==> src/rtl/eep_slave_pkg.sv <==
package eep_slave_pkg;
  typedef enum logic [3:0] {
    S_IDLE,
    S_DEV,
    S_AHI,
    S_ALO,
    S_WDATA,
    S_ACK,
    S_RDATA,
    S_RACK,
    S_NACKED,
    S_PROG
  } eng_state_t;

  localparam logic [3:0] DEV_CODE = 4'b1010;
endpackage

==> src/rtl/eep_bus_cond.sv <==
module eep_bus_cond (
  input  logic clk,
  input  logic rst_n,
  input  logic scl_i,
  input  logic sda_i,
  output logic scl_rise,
  output logic scl_fall,
  output logic start_det,
  output logic stop_det
);
  logic scl_q, sda_q;

  always_ff @(posedge clk) begin
    if (!rst_n) begin
      scl_q <= 1'b1;
      sda_q <= 1'b1;
    end else begin
      scl_q <= scl_i;
      sda_q <= sda_i;
    end
  end

  assign scl_rise  = scl_i & ~scl_q;
  assign scl_fall  = ~scl_i & scl_q;
  assign start_det = scl_i & scl_q & sda_q & ~sda_i;
  assign stop_det  = scl_i & scl_q & ~sda_q & sda_i;
endmodule

==> src/rtl/eep_prog_timer.sv <==
module eep_prog_timer #(
  parameter int CYCLES = 200
) (
  input  logic clk,
  input  logic rst_n,
  input  logic start,
  output logic busy
);
  localparam int CW = $clog2(CYCLES + 1);
  logic [CW-1:0] cnt_q;

  always_ff @(posedge clk) begin
    if (!rst_n)
      cnt_q <= '0;
    else if (start)
      cnt_q <= CW'(CYCLES);
    else if (cnt_q != '0)
      cnt_q <= cnt_q - CW'(1);
  end

  assign busy = (cnt_q != '0);
endmodule

==> src/rtl/eep_page_buf.sv <==
module eep_page_buf #(
  parameter int ADDR_W = 14,
  parameter int PAGE_W = 6
) (
  input  logic                     clk,
  input  logic                     rst_n,
  input  logic                     clr,
  input  logic                     wr_en,
  input  logic [PAGE_W-1:0]        wr_slot,
  input  logic [7:0]               wr_data,
  input  logic                     drain_start,
  input  logic [ADDR_W-PAGE_W-1:0] page_base,
  input  logic                     mem_ready,
  output logic                     any_valid,
  output logic                     drain_busy,
  output logic                     mem_valid,
  output logic [ADDR_W-1:0]        mem_addr,
  output logic [7:0]               mem_wdata
);
  localparam int SLOTS = 1 << PAGE_W;

  logic [7:0]               slot_data [SLOTS];
  logic [SLOTS-1:0]         slot_vld;
  logic [PAGE_W-1:0]        scan_q;
  logic [ADDR_W-PAGE_W-1:0] base_q;
  logic                     draining;
  logic                     step;

  // Advance past empty slots at once; past a full slot only once the memory takes it.
  assign step = draining && (!slot_vld[scan_q] || mem_ready);

  always_ff @(posedge clk) begin
    if (wr_en) slot_data[wr_slot] <= wr_data;
  end

  always_ff @(posedge clk) begin
    if (!rst_n) begin
      slot_vld <= '0;
      scan_q   <= '0;
      base_q   <= '0;
      draining <= 1'b0;
    end else begin
      if (drain_start) begin
        draining <= 1'b1;
        scan_q   <= '0;
        base_q   <= page_base;
      end else if (step) begin
        slot_vld[scan_q] <= 1'b0;
        scan_q           <= scan_q + PAGE_W'(1);
        if (scan_q == '1) draining <= 1'b0;
      end
      if (clr)
        slot_vld <= '0;
      else if (wr_en)
        slot_vld[wr_slot] <= 1'b1;
    end
  end

  assign any_valid  = |slot_vld;
  assign drain_busy = draining;
  assign mem_valid  = draining && slot_vld[scan_q];
  assign mem_addr   = {base_q, scan_q};
  assign mem_wdata  = slot_data[scan_q];

  // the staging page is never refilled while it is being copied out
  assert_no_fill_in_drain_R4: assert property (@(posedge clk) disable iff (!rst_n)
    draining |-> !wr_en);
endmodule

==> src/rtl/eep_slave_top.sv <==
module eep_slave_top
  import eep_slave_pkg::*;
#(
  parameter int ADDR_W      = 14,
  parameter int PAGE_W      = 6,
  parameter int PROG_CYCLES = 200
) (
  input  logic              clk,
  input  logic              rst_n,
  input  logic              scl_i,
  input  logic              sda_i,
  output logic              sda_oe,
  input  logic              wc_i,
  input  logic [2:0]        ce_i,
  output logic              mem_valid,
  input  logic              mem_ready,
  output logic              mem_write,
  output logic [ADDR_W-1:0] mem_addr,
  output logic [7:0]        mem_wdata,
  input  logic [7:0]        mem_rdata
);
  localparam int HI_W = ADDR_W - 8;

  logic scl_rise, scl_fall, start_det, stop_det;
  logic tmr_busy;
  logic pb_any, pb_busy, pb_valid;
  logic [ADDR_W-1:0] pb_addr;
  logic [7:0] pb_wdata;

  eng_state_t        state_q, ack_next_q;
  logic              ack_en_q;
  logic [3:0]        bitcnt_q;
  logic [7:0]        rx_sh_q, tx_sh_q;
  logic              tx_loaded_q, mack_q;
  logic [ADDR_W-1:0] addr_q;
  logic [HI_W-1:0]   ahi_q;

  logic byte_done, dev_match, refuse, pb_we, pb_clr, go_prog, rd_accept, rd_req;

  eep_bus_cond u_cond (
    .clk(clk), .rst_n(rst_n), .scl_i(scl_i), .sda_i(sda_i),
    .scl_rise(scl_rise), .scl_fall(scl_fall),
    .start_det(start_det), .stop_det(stop_det)
  );

  eep_prog_timer #(.CYCLES(PROG_CYCLES)) u_timer (
    .clk(clk), .rst_n(rst_n), .start(go_prog), .busy(tmr_busy)
  );

  eep_page_buf #(.ADDR_W(ADDR_W), .PAGE_W(PAGE_W)) u_page (
    .clk(clk), .rst_n(rst_n), .clr(pb_clr), .wr_en(pb_we),
    .wr_slot(addr_q[PAGE_W-1:0]), .wr_data(rx_sh_q),
    .drain_start(go_prog), .page_base(addr_q[ADDR_W-1:PAGE_W]),
    .mem_ready(mem_ready), .any_valid(pb_any), .drain_busy(pb_busy),
    .mem_valid(pb_valid), .mem_addr(pb_addr), .mem_wdata(pb_wdata)
  );

  assign byte_done = scl_fall && (bitcnt_q == 4'd8);
  assign dev_match = (rx_sh_q[7:4] == DEV_CODE) && (rx_sh_q[3:1] == ce_i);
  assign refuse    = byte_done && (state_q == S_WDATA) && wc_i;
  assign pb_we     = byte_done && (state_q == S_WDATA) && !wc_i;
  assign pb_clr    = (start_det && state_q != S_PROG) || refuse;
  assign go_prog   = stop_det && pb_any && state_q != S_PROG &&
                     state_q != S_RDATA && state_q != S_RACK;
  assign rd_req    = (state_q == S_RDATA) && !tx_loaded_q;
  assign rd_accept = rd_req && mem_ready;

  assign mem_valid = rd_req || pb_valid;
  assign mem_write = pb_valid;
  assign mem_addr  = pb_valid ? pb_addr : addr_q;
  assign mem_wdata = pb_wdata;

  assign sda_oe = (state_q == S_ACK && ack_en_q) ||
                  (state_q == S_RDATA && tx_loaded_q && !tx_sh_q[7]);

  always_ff @(posedge clk) begin
    if (!rst_n) begin
      state_q     <= S_IDLE;
      ack_next_q  <= S_IDLE;
      ack_en_q    <= 1'b0;
      bitcnt_q    <= '0;
      rx_sh_q     <= '0;
      tx_sh_q     <= '0;
      tx_loaded_q <= 1'b0;
      mack_q      <= 1'b0;
      addr_q      <= '0;
      ahi_q       <= '0;
    end else if (state_q == S_PROG) begin
      if (!tmr_busy && !pb_busy) state_q <= S_IDLE;
    end else if (start_det) begin
      state_q  <= S_DEV;
      bitcnt_q <= '0;
    end else if (stop_det && state_q != S_RDATA && state_q != S_RACK) begin
      state_q <= go_prog ? S_PROG : S_IDLE;
    end else begin
      unique case (state_q)
        S_DEV, S_AHI, S_ALO, S_WDATA: begin
          if (scl_rise) begin
            rx_sh_q  <= {rx_sh_q[6:0], sda_i};
            bitcnt_q <= bitcnt_q + 4'd1;
          end else if (byte_done) begin
            state_q  <= S_ACK;
            ack_en_q <= 1'b1;
            unique case (state_q)
              S_DEV: begin
                if (!dev_match) state_q <= S_IDLE;
                ack_next_q <= rx_sh_q[0] ? S_RDATA : S_AHI;
              end
              S_AHI: begin
                ahi_q      <= rx_sh_q[HI_W-1:0];
                ack_next_q <= S_ALO;
              end
              S_ALO: begin
                addr_q     <= {ahi_q, rx_sh_q};
                ack_next_q <= S_WDATA;
              end
              default: begin
                if (wc_i) begin
                  ack_en_q   <= 1'b0;
                  ack_next_q <= S_IDLE;
                end else begin
                  ack_next_q <= S_WDATA;
                  addr_q <= {addr_q[ADDR_W-1:PAGE_W],
                             addr_q[PAGE_W-1:0] + PAGE_W'(1)};
                end
              end
            endcase
          end
        end
        S_ACK: begin
          if (scl_fall) begin
            state_q     <= ack_next_q;
            bitcnt_q    <= '0;
            tx_loaded_q <= 1'b0;
          end
        end
        S_RDATA: begin
          if (rd_accept) begin
            tx_sh_q     <= mem_rdata;
            tx_loaded_q <= 1'b1;
            addr_q      <= addr_q + ADDR_W'(1);
          end else if (scl_fall && tx_loaded_q) begin
            if (bitcnt_q == 4'd7) begin
              state_q <= S_RACK;
            end else begin
              tx_sh_q  <= {tx_sh_q[6:0], 1'b0};
              bitcnt_q <= bitcnt_q + 4'd1;
            end
          end
        end
        S_RACK: begin
          if (scl_rise) begin
            mack_q <= ~sda_i;
          end else if (scl_fall) begin
            if (mack_q) begin
              state_q     <= S_RDATA;
              bitcnt_q    <= '0;
              tx_loaded_q <= 1'b0;
            end else begin
              state_q <= S_NACKED;
            end
          end
        end
        default: ;
      endcase
    end
  end

  // a stalled request keeps its address and kind
  assert_req_hold_R12: assert property (@(posedge clk) disable iff (!rst_n)
    (mem_valid && !mem_ready) |=> (mem_valid && $stable(mem_addr) && $stable(mem_write)));

  // the data line is left alone for the whole programming cycle
  assert_quiet_prog_R5: assert property (@(posedge clk) disable iff (!rst_n)
    (state_q == S_PROG) |-> !sda_oe);

  // a programming cycle is only ever entered from a stop condition
  assert_prog_from_stop_R4: assert property (@(posedge clk) disable iff (!rst_n)
    (state_q == S_PROG && $past(state_q) != S_PROG) |-> $past(stop_det));

  // write requests appear only inside the programming cycle
  assert_write_in_prog_R4: assert property (@(posedge clk) disable iff (!rst_n)
    (mem_valid && mem_write) |-> (state_q == S_PROG));

  // a read accepted at the top address continues at zero
  assert_wrap_top_R8: assert property (@(posedge clk) disable iff (!rst_n)
    (rd_accept && addr_q == '1) |=> (addr_q == '0));

  // the idle engine never pulls the data line
  assert_idle_release_R1: assert property (@(posedge clk) disable iff (!rst_n)
    (state_q == S_IDLE) |-> !sda_oe);
endmodule

==> config.mk <==
export PLATFORM = sky130hd
export DESIGN_NAME = eep_slave_top
export DESIGN_NICKNAME = d
export VERILOG_FILES = /design/src/rtl/eep_slave_pkg.sv /design/src/rtl/eep_bus_cond.sv /design/src/rtl/eep_prog_timer.sv /design/src/rtl/eep_page_buf.sv /design/src/rtl/eep_slave_top.sv
export SDC_FILE = /design/constraint.sdc
export NUM_CORES = 1
export LEC_CHECK = 0
export ABC_CLOCK_PERIOD_IN_PS = 5900
export BUFFER_PORTS_ARGS = -buffer_cell sky130_fd_sc_hd__buf_2
export CORE_ASPECT_RATIO = 1.1
export CORE_MARGIN = 4
export CORE_UTILIZATION = 60
export DETAILED_ROUTE_END_ITERATION = 6
export PLACE_DENSITY_LB_ADDON = 0.1
export SKIP_LAST_GASP = 1
export SLEW_MARGIN = 20
export SYNTH_ARGS = -nofsm -noshare
export SYNTH_HDL_FRONTEND = slang
export SYNTH_SLANG_ARGS = --single-unit
==> constraint.sdc <==
create_clock -name clk -period 5.9 [get_ports clk]
set_input_delay 0.885 -clock clk [delete_from_list [all_inputs] [get_ports clk]]
set_output_delay 0.885 -clock clk [all_outputs]
set_load 0.005 [all_outputs]
==> impl_results.md <==
* Status: finished clean
* Hold Vio Cnt, Final at 0
* Worst Setup Path Type: flip-flop to output port
* Worst vdd ir at 0.214 mV
* Critical Path AT at about 4.1 ns
* Final worst slack at 0.894 ns
* Fmax at ~0.2 GHz
* Leak at about 9.5 nW
* Setup crit end kind: output port
* Synth warnings at 0
* Slowest Stage Delay on Critical Path at 0.88 ns
* Total iterations of the first detailed-routing run at 6
* Cts repair resizes at 0
* All-Layer GR Usage at between 20% and 30%
* Slew headroom at between 20 and 30%
* H-tree Lvls at 2
* CP Cell Sequence: nor2b_1, a22oi_1, a21o_1, o2111a_1, o41ai_4, mux2_2, buf_2
* Fin cells at between 2000 and 2500
* Io pins at between 40 and 50
* Pwr/cell area at 305 mW/mm2
* Worst setup SP type: flip-flop
* Synthesized flop and latch total at between 600 and 700
* Avg WL per Cell at ~27 um
* Initial DRC count at 1588
* Dominant synthesized flop cell: edfxtp_1
* Final HPWL DP at between 40000 and 50000 um
* Top cells by area, synth: edfxtp_1 56%, mux4_2 14%, dfxtp_1 11%
* Cell taking the most area after synthesis: edfxtp_1
* Min cycle time layout at 5.01 ns
* DRC Markers at 0
* Synth top area share at a little under three fifths
* DR vias at 16100
* Layout cells sized above 1 at roughly a fifth
* Req. time, crit path at around 5.0 ns
* Core Region at 0.0456 mm2
* FP Rows at 82
* Synthesized net count at 1806
* Setup Fix Bufs, Post-CTS at 0
* Number of CTS-inserted buffers at 60
* Area occupied by multi-input gates at 0.00880 mm2
* First-pass GRT wire length at 101000 um
* Max stage delay cell, worst path: o41ai_4
* Distinct cells, synth at a little over 80
* Worst-Skew Late Latency at between 0.6 and 0.7 ns
* Final worst path period share at 84.9%
* Hold crit path type: flip-flop to flip-flop
* FF/Latch Area at about 0.018 mm2
* Fillers at 3206
* Chip Width at around 210 um
* Number of global-route vias before repair at approximately 16000
* Min Hold Slack at about 0.46 ns
* Setup TNS at 0 ns
* Mean Syn Cell Area at about 15 um2
* Clock slew seen by the registers of the worst setup and hold paths at around 0.07 ns
* Post-synth ARST share at 0%
* Largest net degree at the start of global routing at 70
* Routed WL at 66100 um
* Worst Tran Pin Value at roughly 1.1 ns
* TritonCTS clock tree: done
* Max cap viols at 0
* Area of the mapped netlist at 0.0276 mm2
* Clk sinks at around 660
* # nets final at approximately 1800
* Hold buffers post-CTS at 0
* Setup Viol. Count Final at 0
* Gpl congestion at ~0.93
* Clk_skew at 0.0117 ns
* Post-route antenna net violation count at 0
* Placed instance count at approximately 2300
* Aggregate global routing overflow at 0
* Clock Tree Buf Depth at 3
* Mapped Cells at 1783
* I/O Buffers at 41
* Synthesis-to-layout area growth at 9.89%
* RSZ-0062 raised after global routing: no
* CP Max Fanout at 22
* Initial antenna violation count at 2
* EDFF count, synth at 512
* Die Ht at 233 um
* Sequential share of the synthesized area at 66.2%
* Total power at between 0.009 and 0.01 W
* Drt via density at approximately 6.6
* Root Buffer: clkbuf_16
* Setup WS pre-CTS at 1.56 ns
* Initial Util at roughly 61%
* Die ar. at slightly below 0.05 mm2
* Slew Viols, Final at 0
* N_diodes at 0
through the flow:
step           instance area, um2  util (%)
2_1_floorplan               27600         -
3_3_place_gp                28400      62.3
3_5_place_dp                28400      62.3
4_1_cts                     30300      66.6
5_1_grt                     30300      66.6
6_report                    30300      66.6
area by class of cell:
cell class / count / share of cell area [%]
inverter: 23 / 0.285
sequential: 657 / 60.3
tap: 588 / 2.42
multi-input combinational: 981 / 29.0
timing repair buffer: 69 / 1.49
clock buffer: 82 / 5.53
clock inverter: 29 / 0.981
power breakdown:
| part | switching [W] | internal, W |
|---|---|---|
| Sequential | 0.0000479 | 0.00496 |
| Clock | 0.00168 | 0.00221 |
| Combinational | 0.000202 | 0.000149 |
| Total | 0.00193 | 0.00732 |
cell usage after synthesis (all sizes together), types with 23 or more instances:
cell type,instances
edfxtp,512
clkbuf,87
mux2i,28
buf,35
a31oi,23
nand2,144
dfxtp,145
mux4,170
a21oi,101
a311oi,59
o21ai,43
inv,23
nor2,149
cell usage in the layout, fill, tap and decap left out, types with 5 or more instances in the layout:
cell / synthesis / layout
o21a_1: 5 / 5
clkinv_1: 0 / 10
nor3_1: 14 / 14
a211oi_1: 15 / 15
a22oi_1: 8 / 8
bufinv_16: 0 / 5
a31oi_1: 23 / 23
nor4_1: 21 / 20
o21ai_0: 43 / 43
or3_1: 9 / 9
dfxtp_2: 0 / 9
ha_1: 6 / 6
buf_2: 12 / 41
and2_1: 6 / 6
a31o_2: 5 / 5
and3_1: 10 / 10
a311oi_1: 58 / 58
clkbuf_1: 87 / 16
clkinv_2: 0 / 9
clkbuf_16: 0 / 63
mux2_2: 12 / 12
nor2b_1: 11 / 11
dfxtp_1: 145 / 134
nand3_1: 15 / 15
mux2i_1: 28 / 28
nor4b_4: 6 / 6
nand4_1: 9 / 9
mux4_2: 169 / 169
a21oi_1: 101 / 101
and3b_1: 5 / 5
nor2_1: 148 / 147
buf_4: 2 / 25
a221oi_1: 5 / 5
nand2_1: 144 / 144
xnor2_1: 8 / 8
nor3b_1: 6 / 6
nand2b_1: 13 / 13
edfxtp_1: 512 / 512
inv_1: 23 / 22
layer usage:
metal	wire length [um]	global-route usage, %	vias up
li1	-	-	7128
met1	26100	37.5	8233
met2	33300	44.9	640
met3	4710	5.14	132
met4	1960	7.59	4
met5	28	0	-
cell families (layout without fill, tap and decap cells):
logic type                 Yosys count  after routing  synth area share, %
xor gates and xnor gates            10             10                0.317
adders and majority gates            6              6                0.272
and+or+nand+nor                    446            446                 8.04
muxes                              211            211                 15.4
buffers and inverters              145            203                 2.11
AOI/OAI and AO/OA                  308            308                 7.63
DFF                                657            657                 66.2
path summary, 6_finish.rpt:
check | startpoint | to | slack [ns] | cells past startpoint
setup / recovery | u_page.scan_q[1] | mem_addr[10] | 0.89 | 7
hold / removal | u_page.base_q[2] | u_page.base_q[2] | 0.46 | 2
setup reg to reg | u_page.scan_q[1] | u_page.slot_vld[16] | 1.89 | 9
hold reg to reg | u_page.base_q[2] | u_page.base_q[2] | 0.46 | 2
critical path: cells and delay by family (launching register included):
kind	cells	cell delay (ns)
flip-flops	1	0.87
buffers and inverters	1	0.13
AO/OA/AOI/OAI	4	1.43
AND/OR/NAND/NOR	1	0.64
multiplexers	1	0.42
sequential cells by signal, indices dropped and copies added, names as in the netlist, named ones only:
| signal | cells |
|---|---|
| mack_q | 1 |
| u_cond.sda_q | 1 |
| u_cond.scl_q | 1 |
| tx_sh_q | 8 |
| bitcnt_q | 4 |
| ack_next_q | 3 |
| u_page.slot_data | 512 |
| tx_loaded_q | 1 |
| ahi_q | 6 |
| u_page.scan_q | 6 |
| u_timer.cnt_q | 8 |
| ack_en_q | 1 |
| state_q | 4 |
| u_page.base_q | 8 |
| u_page.slot_vld | 64 |
| u_page.drain_busy | 1 |
| addr_q | 14 |
| rx_sh_q | 8 |
No activity file was read; power rests on OpenSTA's default activity.
